### config.mk
export PLATFORM = sky130hd
export DESIGN_NAME = pad_bscan_chain
export DESIGN_NICKNAME = d
export VERILOG_FILES = /design/src/rtl/bscan_pkg.sv /design/src/rtl/bsc_ctrl.sv /design/src/rtl/bsc_cell.sv /design/src/rtl/pad_bscan_chain.sv
export SDC_FILE = /design/constraint.sdc
export NUM_CORES = 1
export LEC_CHECK = 0
export BUFFER_PORTS_ARGS = -buffer_cell sky130_fd_sc_hd__buf_4
export CAP_MARGIN = 25
export CORE_MARGIN = 1.5
export CORE_UTILIZATION = 42
export CTS_CLUSTER_DIAMETER = 200
export DETAILED_ROUTE_END_ITERATION = 16
export PLACE_DENSITY = 0.81
export SLEW_MARGIN = 20
export SYNTH_ARGS = -nofsm -noshare
export SYNTH_HDL_FRONTEND = slang
export SYNTH_HIERARCHICAL = 1
export SYNTH_SLANG_ARGS = --single-unit
### constraint.sdc
create_clock -name tck -period 3.45 [get_ports tck]
set_clock_uncertainty 0.05 [all_clocks]
set_input_delay 0.69 -clock tck [delete_from_list [all_inputs] [get_ports tck]]
set_output_delay 0.69 -clock tck [all_outputs]
set_load 0.02 [all_outputs]
### src/rtl/bscan_pkg.sv
// Package: shared types for the pad boundary scan chain.
// Assumes: one operation code per cycle is applied to every shift stage.
package bscan_pkg;

    // Operation applied to the shift stages at the next test clock edge.
    typedef enum logic [1:0] {
        OP_KEEP    = 2'd0,
        OP_CAPTURE = 2'd1,
        OP_SHIFT   = 2'd2
    } bsc_op_e;

endpackage

### src/rtl/bsc_ctrl.sv
// Module: bsc_ctrl
// Turns the raw shift enable and capture strobe into one operation code
// shared by all cells, with capture taking priority. Also registers the
// scan mode select so that it is inactive after reset.
// Assumes: all inputs are synchronous to tck.
module bsc_ctrl
    import bscan_pkg::*;
(
    input  logic    tck,
    input  logic    trst_n,
    input  logic    scan_mode,
    input  logic    shift_en,
    input  logic    capture_stb,
    output bsc_op_e op,
    output logic    mode_q
);

    // Decode the chain operation; capture outranks shift.
    always_comb begin
        if (capture_stb)   op = OP_CAPTURE;
        else if (shift_en) op = OP_SHIFT;
        else               op = OP_KEEP;
    end

    // Register the mode select; cleared by test reset.
    always_ff @(posedge tck) begin
        if (!trst_n) mode_q <= 1'b0;
        else         mode_q <= scan_mode;
    end

endmodule

### src/rtl/bsc_cell.sv
// Module: bsc_cell
// One boundary scan cell for a single pad: a shift stage in the serial
// path and a holding stage that drives the core-side input while scan
// mode is active.
// Assumes: op and update_stb are common to every cell of the chain.
module bsc_cell
    import bscan_pkg::*;
(
    input  logic    tck,
    input  logic    trst_n,
    input  bsc_op_e op,
    input  logic    update_stb,
    input  logic    mode_q,
    input  logic    ser_in,
    input  logic    obs_bit,
    input  logic    pad_bit,
    output logic    chain_bit,
    output logic    hold_bit,
    output logic    core_bit
);

    // Shift stage: capture, shift or keep.
    always_ff @(posedge tck) begin
        if (!trst_n) begin
            chain_bit <= 1'b0;
        end else begin
            unique case (op)
                OP_CAPTURE: chain_bit <= obs_bit;
                OP_SHIFT:   chain_bit <= ser_in;
                default:    chain_bit <= chain_bit;
            endcase
        end
    end

    // Holding stage: loads the pre-edge shift stage on update only.
    always_ff @(posedge tck) begin
        if (!trst_n)         hold_bit <= 1'b0;
        else if (update_stb) hold_bit <= chain_bit;
    end

    // Core-side select: held vector in scan mode, else the real pad.
    always_comb core_bit = mode_q ? hold_bit : pad_bit;

endmodule

### src/rtl/pad_bscan_chain.sv
// Module: pad_bscan_chain (top)
// A chain of PADS boundary scan cells. Cell 0 takes scan_in and cell
// PADS-1 drives scan_out. Strobes capture and apply vectors, and the
// registered mode select chooses between the held vector and the pads.
// Assumes: PADS >= 1; every input is synchronous to tck.
module pad_bscan_chain
    import bscan_pkg::*;
#(
    parameter int PADS = 8
) (
    input  logic            tck,
    input  logic            trst_n,
    input  logic            scan_mode,
    input  logic            shift_en,
    input  logic            capture_stb,
    input  logic            update_stb,
    input  logic            scan_in,
    output logic            scan_out,
    input  logic [PADS-1:0] obs_pad,
    input  logic [PADS-1:0] pad_in,
    output logic [PADS-1:0] core_in
);

    localparam int LAST = PADS - 1;

    bsc_op_e         op;
    logic            mode_q;
    logic [PADS-1:0] chain_q;
    logic [PADS-1:0] hold_q;
    logic [PADS:0]   link;

    bsc_ctrl u_ctrl (
        .tck         (tck),
        .trst_n      (trst_n),
        .scan_mode   (scan_mode),
        .shift_en    (shift_en),
        .capture_stb (capture_stb),
        .op          (op),
        .mode_q      (mode_q)
    );

    // Serial entry into the first cell.
    always_comb link[0] = scan_in;

    for (genvar i = 0; i < PADS; i++) begin : g_cell
        bsc_cell u_cell (
            .tck        (tck),
            .trst_n     (trst_n),
            .op         (op),
            .update_stb (update_stb),
            .mode_q     (mode_q),
            .ser_in     (link[i]),
            .obs_bit    (obs_pad[i]),
            .pad_bit    (pad_in[i]),
            .chain_bit  (chain_q[i]),
            .hold_bit   (hold_q[i]),
            .core_bit   (core_in[i])
        );
        // Forward this cell's shift stage to the next cell.
        always_comb link[i+1] = chain_q[i];
    end

    // Serial output from the last cell.
    always_comb scan_out = link[LAST+1];

endmodule

==> results.txt <==
status: finished, final reports clean
nets@finish: 150
register area: 340 um^2
DR iter-0 viols: 6
Hold-fix buffers, CTS: 0
Worst Reg-to-Reg Cells: 2
Leakage: 0.655 nW
vias in the first global route: 731
I/O pin total: 32
Sw Pwr: 0.118 mW
peak supply drop: 0.284 mV
antenna-violating nets left: 0
post-DP HPWL: 1420 um
Top FF cell, synth: dfxtp_1
Sum Neg Setup Slack: 0 ns
Synth Warn #: 6
ranking of synthesized cells by area: dfxtp_1 (36%), ha_1 (11%), mux2_1 (9.6%)
Worst Setup End Kind: output pin
height of the chip: 50.3 um
total CTS buffers: 3
period utilization: 62.4%
clock-pin transition on the worst setup and hold timing paths: 0.10 ns
Critical Path RT: 2.71 ns
multiplexer share of the synthesized area: 27.7%
Critical Path Stages: 2
endpoints failing hold: 0
DRC Markers: 0
Yosys cell types: 12
final setup violation count: 0
Via density: 4.88
worst min-delay path class: flip-flop to flip-flop
CP cell instances: mux2_2 > buf_4
placer congestion estimate: 0.667
area leader, netlist: dfxtp_1
CP top delay family: flip-flops
layout cells sized above 1: 36.4%
global-route wire length before repair: 2990 um
Worst path slowest cell: dfxtp_1
#FFs+latches synth: 17
Seq/Total Area, Yosys: 36.3%
CTS H-tree depth: 1
Tot GR Track Use: 16.0%
core area: 0.00204 mm^2
Die W: 50.3 um
crit start category: flip-flop
complex-gate fraction of the synthesized area: 8.53%
post-synth top area share: 36.3%
Synth Cell Area: 938 um^2
# clock sinks: 17
most common cell in the synthesized netlist: dfxtp_1
Sw Share: 27.0%
largest family of logic cells by synthesized area: multiplexers
Tmin final: 2.15 ns
n_diodes: 0
total setup buffers inserted after CTS: 0
root buffer cell: clkbuf_4
number of synthesized flops with an enable pin: 0
unrepaired setup endpoints after global routing: no
fin. max-slew vios: 0
PostCTS Resize Cnt: 0
Async S/R FF share, synth: 0%
Initial Utilization: 46.0%
clock share of power: 24.5%
post-synthesis adder-cell area fraction: 10.7%
WP data arrival: 1.41 ns
Avg WL per Cell: 13.0 um
final WL: 1880 um
Post-Synth Simple-Gate Area: 12.8%
total power: 0.437 mW
Slew HR: 74.2%
placement row count: 16
PortBufs: 31
GRT overflow: 0
worst hold path depth: 2
total of max-cap violations: 0
register share of total power: 50.8%
Worst-Margin Slew: 0.387 ns
Crit path buffers/inverters: 1
CTS tree: yes
WS Path Type: flip-flop to output pin
largest net degree at the start of global routing: 18
Mapped Avg Cell Area: 11.2 um^2
vias: 707
combinational power share: 24.7%
maximum clock path buffer count: 2
insertion delay to the later sink of the worst-skew pair: 0.29 ns
Max stage delay on crit path: 0.57 ns
Mapped Cells: 84
DRT Pass-1 Iters: 4
Multi-input gate area: 561 um^2
die area: 0.00253 mm^2
Syn-to-layout area delta: 30.4%
internal power: 0.319 mW
initial antenna violation count: 0
Power Density: 357 mW/mm^2
Synthesized Nets: 115
Worst Path Max Fanout: 8
Fill cells: 190
fmax: 0.464 GHz
post-synthesis xor/xnor area fraction: 0%
tightest hold or removal path, stage by stage (launching register included):
cell	delay [ns]
dfxtp_1	0.34
mux2i_1	0.06
nor2b_1	0.10
metrics by stage:
step	std cells	hold slack [ns]	cell area, um^2	util, %	setup WS [ns]
finish	145	0.476	1220	59.9	1.30
global route	145	0.501	1220	59.9	1.23
CTS	145	0.478	1220	59.9	1.27
detailed placement	141	0.452	1200	58.6	1.47
global placement	141	0.443	1200	58.6	1.50
floorplan	84	0.427	938	-	1.72
cells in the final DEF, fill, tap and decap left out, types with 3 or more instances in the layout:
cell | netlist | routed
buf_4 | 1 | 31
clkbuf_4 | 0 | 3
dfxtp_1 | 17 | 17
ha_1 | 8 | 8
inv_1 | 8 | 8
mux2_1 | 8 | 8
mux2_2 | 8 | 8
mux2i_1 | 8 | 8
nand2b_1 | 8 | 8
nor2b_1 | 8 | 8
o211a_1 | 8 | 8
final timing paths:
check | from | end | slack [ns]
min reg2reg | g_cell[3].u_cell/hold_bit$_SDFFE_PN0P_ | g_cell[3].u_cell/hold_bit$_SDFFE_PN0P_ | 0.48
min | g_cell[3].u_cell/hold_bit$_SDFFE_PN0P_ | g_cell[3].u_cell/hold_bit$_SDFFE_PN0P_ | 0.48
max | u_ctrl/mode_q$_SDFF_PN0_ | core_in[4] | 1.30
max reg2reg | g_cell[3].u_cell/chain_bit$_SDFFE_PN0P_ | g_cell[4].u_cell/chain_bit$_SDFFE_PN0P_ | 2.46
area by class of cell:
class                      count  area share (%)
multi-input combinational     58            45.8
sequential                    17            27.8
timing repair buffer          31            19.0
tap                           27            2.76
inverter                       8            2.45
clock buffer                   4            2.15
flip-flops by register name, summed over array words and instances, names as in the netlist:
signal	cells
g_cell.u_cell/chain_bit	8
g_cell.u_cell/hold_bit	8
u_ctrl/mode_q	1
layer usage:
metal / part of all wire [%] / up-vias / wire length [um] / track usage (%)
met3: 7.1 / 2 / 134 / 5.06
li1: - / 364 / - / -
met1: 41 / 317 / 771 / 15.7
met2: 51 / 24 / 960 / 29.6
met4: 0.74 / 0 / 14 / 8.33
met5: 0 / - / 0 / 0
cells by family after synthesis:
kind of cell               count (synthesis)
AOI/OAI and AO/OA                          8
adders and majority gates                  8
muxes                                     24
buffers and inverters                      9
and+or+nand+nor                           18
DFF                                       17
power groups by stage:
stage | Sequential, mW | Clock (mW) | Combinational [mW]
6_report | 0.222 | 0.107 | 0.108
5_1_grt | 0.224 | 0.118 | 0.118
4_1_cts | 0.222 | 0.112 | 0.109
3_5_place_dp | 0.227 | 0 | 0.108
3_3_place_gp | 0.226 | 0 | 0.104
2_1_floorplan | 0.225 | 0 | 0.0634
Power figures use the tool's default switching activity.
